**config.mk**
```make
export PLATFORM = sky130hd
export DESIGN_NAME = gpio_alias_bank
export DESIGN_NICKNAME = d
export VERILOG_FILES = /design/src/rtl/gpio_alias_pkg.sv /design/src/rtl/gpio_ctl_reg.sv /design/src/rtl/gpio_in_sync.sv /design/src/rtl/gpio_mode_bank.sv /design/src/rtl/gpio_alias_bank.sv
export SDC_FILE = /design/constraint.sdc
export NUM_CORES = 1
export LEC_CHECK = 0
export ABC_CLOCK_PERIOD_IN_PS = 8800
export BUFFER_PORTS_ARGS = -buffer_cell sky130_fd_sc_hd__buf_2
export CORE_MARGIN = 3
export CORE_UTILIZATION = 45
export CTS_CLUSTER_DIAMETER = 150
export CTS_CLUSTER_SIZE = 24
export DETAILED_ROUTE_END_ITERATION = 7
export PLACE_DENSITY = 0.78
export SYNTH_ARGS = -nofsm -noshare
export SYNTH_HDL_FRONTEND = slang
export SYNTH_SLANG_ARGS = --single-unit
```
**constraint.sdc**
```tcl
create_clock -name clk -period 8.8 [get_ports clk]
set_clock_uncertainty 0.05 [all_clocks]
set_input_delay 0.88 -clock clk [delete_from_list [all_inputs] [get_ports clk]]
set_output_delay 0.88 -clock clk [all_outputs]
set_load 0.005 [all_outputs]
```
**src/rtl/gpio_alias_pkg.sv**
```systemverilog
package gpio_alias_pkg;

  // Register kinds, decoded from the top four address bits.
  localparam logic [3:0] K_DIR  = 4'd0;
  localparam logic [3:0] K_DOUT = 4'd1;
  localparam logic [3:0] K_PEN  = 4'd2;
  localparam logic [3:0] K_PSEL = 4'd3;
  localparam logic [3:0] K_IEN  = 4'd4;
  localparam logic [3:0] K_SMT  = 4'd5;
  localparam logic [3:0] K_DIN  = 4'd6;
  localparam logic [3:0] K_PVAL = 4'd7;
  localparam logic [3:0] K_MODE = 4'd8;

  typedef enum logic [1:0] {
    A_PLAIN = 2'd0,
    A_SET   = 2'd1,
    A_CLR   = 2'd2,
    A_NONE  = 2'd3
  } alias_e;

  localparam int CTL_KINDS     = 6;
  localparam int PINS_PER_WORD = 16;
  localparam int PINS_PER_MODE = 5;
  localparam int MODE_W        = 3;
  localparam int MODE_WORD_W   = PINS_PER_MODE * MODE_W;

endpackage

```
**src/rtl/gpio_ctl_reg.sv**
```systemverilog
module gpio_ctl_reg
  import gpio_alias_pkg::*;
#(
  parameter int   NUM_PINS = 20,
  parameter int   WIDX_W   = 4,
  parameter logic RST_VAL  = 1'b0
) (
  input  logic                clk,
  input  logic                rst_n,
  input  logic                wr_hit,
  input  alias_e              alias_sel,
  input  logic [WIDX_W-1:0]   word_idx,
  input  logic [15:0]         wdata,
  output logic [NUM_PINS-1:0] q
);

  for (genvar p = 0; p < NUM_PINS; p++) begin : g_bit
    localparam logic [WIDX_W-1:0] WSEL = WIDX_W'(p / PINS_PER_WORD);
    localparam int                BPOS = p % PINS_PER_WORD;

    logic en;
    logic nxt;
    logic q_r;

    always_comb begin
      en  = wr_hit && (word_idx == WSEL);
      nxt = q_r;
      unique case (alias_sel)
        A_PLAIN: nxt = wdata[BPOS];
        A_SET:   if (wdata[BPOS]) nxt = 1'b1;
        A_CLR:   if (wdata[BPOS]) nxt = 1'b0;
        default: nxt = q_r;
      endcase
    end

    always_ff @(posedge clk or negedge rst_n) begin
      if (!rst_n) begin
        q_r <= RST_VAL;
      end else if (en) begin
        q_r <= nxt;
      end
    end

    assign q[p] = q_r;
  end

endmodule

```
**src/rtl/gpio_in_sync.sv**
```systemverilog
module gpio_in_sync #(
  parameter int NUM_PINS = 20
) (
  input  logic                clk,
  input  logic                rst_n,
  input  logic [NUM_PINS-1:0] pad_in,
  output logic [NUM_PINS-1:0] pad_sync
);

  logic [NUM_PINS-1:0] meta_r;
  logic [NUM_PINS-1:0] stab_r;

  always_ff @(posedge clk or negedge rst_n) begin
    if (!rst_n) begin
      meta_r <= '0;
      stab_r <= '0;
    end else begin
      meta_r <= pad_in;
      stab_r <= meta_r;
    end
  end

  assign pad_sync = stab_r;

endmodule

```
**src/rtl/gpio_mode_bank.sv**
```systemverilog
module gpio_mode_bank
  import gpio_alias_pkg::*;
#(
  parameter int NUM_PINS = 20,
  parameter int WIDX_W   = 4
) (
  input  logic                       clk,
  input  logic                       rst_n,
  input  logic                       wr_en,
  input  logic [WIDX_W-1:0]          word_idx,
  input  logic [MODE_WORD_W-1:0]     fields,
  input  logic [PINS_PER_MODE-1:0]   field_sel,
  output logic [MODE_W*NUM_PINS-1:0] mode
);

  for (genvar p = 0; p < NUM_PINS; p++) begin : g_pin
    localparam logic [WIDX_W-1:0] RSEL = WIDX_W'(p / PINS_PER_MODE);
    localparam int                FPOS = p % PINS_PER_MODE;

    logic              en;
    logic [MODE_W-1:0] nxt;
    logic [MODE_W-1:0] q_r;

    always_comb begin
      en  = wr_en && (word_idx == RSEL) && field_sel[FPOS];
      nxt = fields[MODE_W*FPOS +: MODE_W];
    end

    always_ff @(posedge clk or negedge rst_n) begin
      if (!rst_n) begin
        q_r <= '0;
      end else if (en) begin
        q_r <= nxt;
      end
    end

    assign mode[MODE_W*p +: MODE_W] = q_r;
  end

endmodule

```
**src/rtl/gpio_alias_bank.sv**
```systemverilog
module gpio_alias_bank
  import gpio_alias_pkg::*;
#(
  parameter int NUM_PINS = 20,
  parameter int WIDX_W   = 4
) (
  input  logic                       clk,
  input  logic                       rst_n,
  input  logic                       bus_wr,
  input  logic                       bus_rd,
  input  logic [WIDX_W+5:0]          bus_addr,
  input  logic [31:0]                bus_wdata,
  output logic [31:0]                rsp_rdata,
  input  logic [NUM_PINS-1:0]        pad_in,
  output logic [NUM_PINS-1:0]        pad_oe,
  output logic [NUM_PINS-1:0]        pad_out,
  output logic [NUM_PINS-1:0]        pad_pull_en,
  output logic [NUM_PINS-1:0]        pad_pull_up,
  output logic [NUM_PINS-1:0]        pad_ie,
  output logic [NUM_PINS-1:0]        pad_smt,
  output logic [MODE_W*NUM_PINS-1:0] pin_mode
);

  localparam int PAD_W      = PINS_PER_WORD << WIDX_W;
  localparam int MODE_PAD_W = MODE_WORD_W << WIDX_W;
  localparam int BIDX_W     = WIDX_W + 4;

  // Reset: asynchronous assertion, synchronous release.
  logic rst_s1_r;
  logic rst_s2_r;

  always_ff @(posedge clk or negedge rst_n) begin
    if (!rst_n) begin
      rst_s1_r <= 1'b0;
      rst_s2_r <= 1'b0;
    end else begin
      rst_s1_r <= 1'b1;
      rst_s2_r <= rst_s1_r;
    end
  end

  logic rst_int_n;
  assign rst_int_n = rst_s2_r;

  // Address decode.
  logic [3:0]        kind;
  logic [WIDX_W-1:0] word_idx;
  alias_e            alias_sel;

  assign kind      = bus_addr[WIDX_W+5:WIDX_W+2];
  assign word_idx  = bus_addr[WIDX_W+1:2];
  assign alias_sel = alias_e'(bus_addr[1:0]);

  logic unused_wdata;
  assign unused_wdata = ^bus_wdata[31:21];

  // One-bit control kinds.
  logic [NUM_PINS-1:0] ctl_q [CTL_KINDS];

  for (genvar g = 0; g < CTL_KINDS; g++) begin : g_ctl
    logic hit;
    assign hit = bus_wr && (kind == 4'(g));

    gpio_ctl_reg #(
      .NUM_PINS (NUM_PINS),
      .WIDX_W   (WIDX_W),
      .RST_VAL  ((g == int'(K_IEN)) ? 1'b1 : 1'b0)
    ) i_ctl (
      .clk       (clk),
      .rst_n     (rst_int_n),
      .wr_hit    (hit),
      .alias_sel (alias_sel),
      .word_idx  (word_idx),
      .wdata     (bus_wdata[15:0]),
      .q         (ctl_q[g])
    );
  end

  // Pad input path.
  logic [NUM_PINS-1:0] pad_sync;

  gpio_in_sync #(
    .NUM_PINS (NUM_PINS)
  ) i_sync (
    .clk      (clk),
    .rst_n    (rst_int_n),
    .pad_in   (pad_in),
    .pad_sync (pad_sync)
  );

  logic [NUM_PINS-1:0] din_v;
  logic [NUM_PINS-1:0] pval_v;

  assign din_v  = pad_sync & ctl_q[K_IEN];
  assign pval_v = (ctl_q[K_DIR] & ctl_q[K_DOUT]) | (~ctl_q[K_DIR] & din_v);

  // Function selects.
  logic mode_wr;
  assign mode_wr = bus_wr && (kind == K_MODE) && (alias_sel == A_PLAIN);

  gpio_mode_bank #(
    .NUM_PINS (NUM_PINS),
    .WIDX_W   (WIDX_W)
  ) i_mode (
    .clk       (clk),
    .rst_n     (rst_int_n),
    .wr_en     (mode_wr),
    .word_idx  (word_idx),
    .fields    (bus_wdata[MODE_WORD_W-1:0]),
    .field_sel (bus_wdata[16 +: PINS_PER_MODE]),
    .mode      (pin_mode)
  );

  // Read path.
  logic [PAD_W-1:0]      rd_pad [CTL_KINDS+2];
  logic [MODE_PAD_W-1:0] mode_pad;
  logic [BIDX_W-1:0]     bit_base;
  logic [BIDX_W-1:0]     mode_base;

  for (genvar g = 0; g < CTL_KINDS; g++) begin : g_pad
    assign rd_pad[g] = PAD_W'(ctl_q[g]);
  end
  assign rd_pad[CTL_KINDS]   = PAD_W'(din_v);
  assign rd_pad[CTL_KINDS+1] = PAD_W'(pval_v);
  assign mode_pad            = MODE_PAD_W'(pin_mode);

  assign bit_base  = {word_idx, 4'b0000};
  assign mode_base = bit_base - {4'b0000, word_idx};

  logic [31:0] rd_nxt;

  always_comb begin
    rd_nxt = '0;
    if (alias_sel != A_NONE) begin
      if (kind <= K_PVAL) begin
        rd_nxt = {16'h0000, rd_pad[kind[2:0]][bit_base +: PINS_PER_WORD]};
      end else if (kind == K_MODE) begin
        rd_nxt = {{(32-MODE_WORD_W){1'b0}}, mode_pad[mode_base +: MODE_WORD_W]};
      end
    end
  end

  always_ff @(posedge clk or negedge rst_int_n) begin
    if (!rst_int_n) begin
      rsp_rdata <= '0;
    end else if (bus_rd) begin
      rsp_rdata <= rd_nxt;
    end
  end

  // Pad outputs.
  assign pad_oe      = ctl_q[K_DIR];
  assign pad_out     = ctl_q[K_DOUT];
  assign pad_pull_en = ctl_q[K_PEN];
  assign pad_pull_up = ctl_q[K_PSEL];
  assign pad_ie      = ctl_q[K_IEN];
  assign pad_smt     = ctl_q[K_SMT];

endmodule

```
# Word-level counts from Yosys, hierarchy flattened
# Cells that the tools add are included.
# totals
ff_bits,254
latchBits,0
mem_bits_rw,0
rom_bits,0
input_bits,66
wordCells,422
mem_count,0
# classes
add_sub_neg,1
multipliers,0
div_mod_pow,0
n_lt_le_gt_ge,2
eq_ne,44
shifts,2
mux,54
n_bitwise,6
reduce_logical,168
# ops
cell,count
binary-select mux 256 bit (select 3 bit),1
two-way mux 256 bit,2
AND reduction 4 bit,120
indexed part select 256 x 9 -> 16 bit,1
indexed part select 240 x 9 -> 15 bit,1
inequality test 2 bit (second input constant),33
AND 20 bit,3
case mux 1 bit (3 select lines),16
logical AND 1 bit,44
two-way mux 1 bit,32
two-way mux 32 bit,1
NOT 20 bit,1
bitwise OR 20 bit,1
equality test 4 x 2 -> 1 bit (second input constant),4
two-way mux 16 bit,1
two-way mux 15 bit,1
equality test 4 x 1 -> 1 bit (second input constant),2
equality test 4 x 3 -> 1 bit (second input constant),2
logical NOT 4 bit,2
subtractor 8 x 4 -> 8 bit,1
equality test 4 bit (second input constant),1
>= comparator 4 bit (second input constant),1
less-or-equal comparator 4 x 3 -> 1 bit (second input constant),1
NOT 3 -> 4 bit,1
4 further kinds,4

# Longest topological paths before layout
# logic_depth
ltp_word,9
mapped_depth,15
mapped_depth_nobuf,8

# Modules after synthesis
# Synthesis repeated with hierarchy kept, for this count alone.
# unflattened
hier_cells,1572
area_unflattened_um2,16728.5
# modules_own_cells
module,n_inst,cells_each,area_each_um2,seq_area_each_um2
gpio_alias_bank,1,675,5914.4,450.4
gpio_ctl_reg at g_ctl[1].i_ctl ...,4,117,1239.9,500.5
gpio_mode_bank,1,154,2397.3,1501.4
gpio_ctl_reg at g_ctl[4].i_ctl,1,117,1265.0,525.5
gpio_ctl_reg at g_ctl[0].i_ctl,1,118,1191.1,500.5
gpio_in_sync,1,40,1001.0,1001.0

# Worst setup path after synthesis
# OpenSTA, ideal clock, no wires.
# synth_timing
kind,input to register
startpoint,in bus_addr[2]
endpoint,reg rsp_rdata[14]
setup_time_ps,129
arrival_ps,3656
t_required_ps,8621
setup_slack_ps,4966
cell_stages,12
path_cell_list,buf_4 inv_2 buf_2 buf_2 ha_1 buf_4 xor2_1 buf_6 mux4_2 nor2_2 a2111oi_2 a2111o_1
# synth_between
elab_chain_cells,5
word_cells_on_any_way,6
# synth_lines
item,line_no,rtl
start: declaration,gpio_alias_bank.sv:11,"input logic [WIDX_W+5:0] bus_addr,"
subtractor 8 x 4 -> 8 bit,gpio_alias_bank.sv:128,"assign mode_base = bit_base - {4'b0000, word_idx};"
indexed part select 240 x 9 -> 15 bit,gpio_alias_bank.sv:138,"rd_nxt = {{(32-MODE_WORD_W){1'b0}}, mode_pad[mode_base +: MODE_WORD_W]};"
two-way mux 15 bit,gpio_alias_bank.sv:137,end else if (kind == K_MODE) begin
two-way mux 16 bit *,gpio_alias_bank.sv:135,if (kind <= K_PVAL) begin
two-way mux 32 bit *,gpio_alias_bank.sv:134,if (alias_sel != A_NONE) begin
end signal: assignment,gpio_alias_bank.sv:147,rsp_rdata <= rd_nxt;
end: declaration,gpio_alias_bank.sv:13,"output logic [31:0] rsp_rdata,"
# Every way passes the cells marked *; elsewhere a longest branch is shown, timed or not.
# A chain may end at the register's enable or synchronous reset.

# Worst setup path in the final report
# layout_timing
startpoint,in bus_addr[3]
endpoint,reg rsp_rdata[8]
# The elaborated chain is that of the path after synthesis.

==> qor.csv <==
metric,value,unit
cp_max_fo,76,
htreeDepth,1,
arrival,4030,ps
routed_wl,47.5,mm
ios,278,
worst_setup_path_end_kind,flip-flop,
period_share,42.4,%
ys_types,77,
ctsRootBufferMaster,clkbuf_16,
firstDrtPassIters,5,
grt_util_all_layers,26.2,%
cts_tree,built,
place_congestion,0.948,
seq_area_frac_synth,40.0,%
via_per_inst,6.11,
power_leakage,7.37,nW
start_util,45.8,%
fin_nets,1600,
rows,66,
final-setup-viol-count,0,
power_density,140,nW/um^2
cts.sink_count,238,
die-area,35400,um^2
grt_setup_unrepaired,false,
fmax,268,MHz
ys_warn_count,0,
ant_nets,0,
maxSlewViolCount,0,
detailed_place_hpwl,35.2,mm
cts_resized,0,
die_w,188,um
seq_area,5980,um^2
grt_pass1_vias,11500,
fin_util,48.6,%
clk_latency,530,ps
hold_path.class,primary input to asynchronous set/reset pin,
relSlewSlack,14.9,%
grt_pass1_wl,72.1,mm
drive_gt1_share,32.4,%
fin_tns_setup,0,ps
overflow,0,
tightestPinTransition,1260,ps
dpl_cell_area,15400,um^2
portBuffers,250,
multi_input_comb_area,7400,um^2
drcViolationCount,0,
fillers,3002,
core,32600,um^2
hold_viol,0,
post_cts_buffers,0,
status,finished clean,
synth_edf_count,0,
maxCapViolCount,0,
synth_cells,1468,
fin_area,15900,um^2
peakVddDrop,159,uV
cp.required,9100,ps
syn_area_per_cell,10.2,um^2
cts.clk_slew.worst_paths,90,ps
grt_max_degree,89,
clock_path_buffers,3,
cts_buffers,14,
cp-start-kind,primary input,
cts_hold_buf,0,
async_flop_share,100,%
ys_seq_elements,238,
syn_to_final_growth,6.08,%
layout_min_cycle_time,3730,ps
synth_ff_type,dfrtp_1,
netlist_area,14900,um^2
wl_per_cell,24.0,um
vias,12100,
drt_iter0_markers,1299,
die_y,188,um
setup.worst_path.class,primary input to flip-flop,
antenna_found_initial,8,
## registers in the layout, indices dropped and copies added (netlist names)
| signal | count |
|---|---|
| rsp_rdata | 16 |
| rst_s1_r | 1 |
| i_sync.pad_sync | 20 |
| rst_int_n | 1 |
| i_mode.g_pin.q_r | 60 |
| g_ctl.i_ctl.g_bit.q_r | 120 |
| i_sync.meta_r | 20 |
## metrics by stage
stage | total power [W] | worst slack (ps) | std cells | hold WS (ps)
2_1_floorplan | 0.00145 | 1660 | 1483 | 281
3_3_place_gp | 0.00153 | 4660 | 1952 | 282
3_5_place_dp | 0.00153 | 4630 | 1952 | 285
4_1_cts | 0.00223 | 5120 | 1975 | 51.7
5_1_grt | 0.00231 | 4950 | 1976 | 51.2
6_report | 0.00222 | 5070 | 1976 | 73.0
## cells in the final DEF (no fill, tap or decap), types with 8 or more instances in the layout
master	n
dfrtp_1	217
and3_1	9
nand2_1	111
buf_2	249
a211oi_1	21
buf_4	23
a21oi_1	189
o211ai_1	10
nor2b_1	16
nand3_1	35
clkbuf_16	14
o21ai_0	67
mux2i_1	78
mux2_2	106
mux4_2	55
inv_1	18
o31ai_1	28
nor3_1	8
nor2_1	66
dfstp_2	20
a31oi_1	46
o221ai_1	9
conb_1	17
## routing by layer
| layer | vias to the layer above | track usage, % | routed length (um) |
|---|---|---|---|
| met1 | 5953 | 34.5 | 18200 |
| li1 | 5377 | - | - |
| met3 | 101 | 6.55 | 4810 |
| met2 | 636 | 42.6 | 22600 |
| met4 | 8 | 8.83 | 1850 |
| met5 | - | 0 | 47 |
## cell usage after synthesis, types with 20 or more instances
cell type	n	share of area [%]
a31oi_1	46	1.9
mux2_2	106	8.0
buf_4	150	7.5
mux2i_1	78	5.2
nand2_1	111	2.8
dfstp_2	20	3.5
nor2_1	68	1.7
clkbuf_1	49	1.2
mux4_2	55	8.3
dfrtp_1	218	37
a211oi_1	21	1.1
buf_2	33	1.1
o31ai_1	28	1.4
o21ai_0	68	2.3
a21oi_1	189	6.3
nand3_1	35	1.2
## worst max-delay path, cell delays in order
cell and delay, ps:
buf_2 250, inv_1 140, ha_4 950, mux2_2 430, mux2i_1 360, mux4_2 360, o22ai_1 100, o211ai_1 310
o221ai_1 170
## logic make-up (layout without fill, tap and decap cells)
logic type / after synthesis / after routing / share of synthesized area (%)
xor+xnor: 6 / 6 / 0.502
other cells: 2 / 18 / 0.0503
mux: 241 / 241 / 21.7
fa+ha+maj: 8 / 8 / 0.670
flops: 238 / 238 / 40.0
compound gates: 423 / 423 / 16.9
simple gates: 285 / 285 / 8.88
buf+inv: 265 / 315 / 11.2
## layout make-up
type,count,share of cell area (%)
Clock inverter,3,0.284
Antenna cell,1,0.0158
Sequential cell,238,37.8
Tap cell,442,3.49
Clock buffer,20,2.35
Timing Repair Buffer,272,8.95
Inverter,20,0.474
Multi-Input combinational cell,980,46.7
## worst paths after layout
check                                        from             endpoint  slack [ps]  depth (start not counted)
max                                   bus_addr[3]         rsp_rdata[8]        5070                          9
min reg2reg                     i_sync.meta_r[14]  i_sync.pad_sync[14]         300                          0
max reg2reg                i_mode.g_pin[6].q_r[1]         rsp_rdata[8]        6510                          6
min                                         rst_n            rst_int_n          70                          1
max in group asynchronous               rst_int_n   i_sync.pad_sync[8]        6600                          1
min in group clk                i_sync.meta_r[14]  i_sync.pad_sync[14]         300                          0
## power breakdown
| group | internal, W | switching [W] |
|---|---|---|
| registers | 0.00113 | 0.0000357 |
| clock network | 0.000310 | 0.000393 |
| logic | 0.000125 | 0.000226 |
| total | 0.00157 | 0.000655 |
Note: power is estimated with default switching activity, not from simulation.
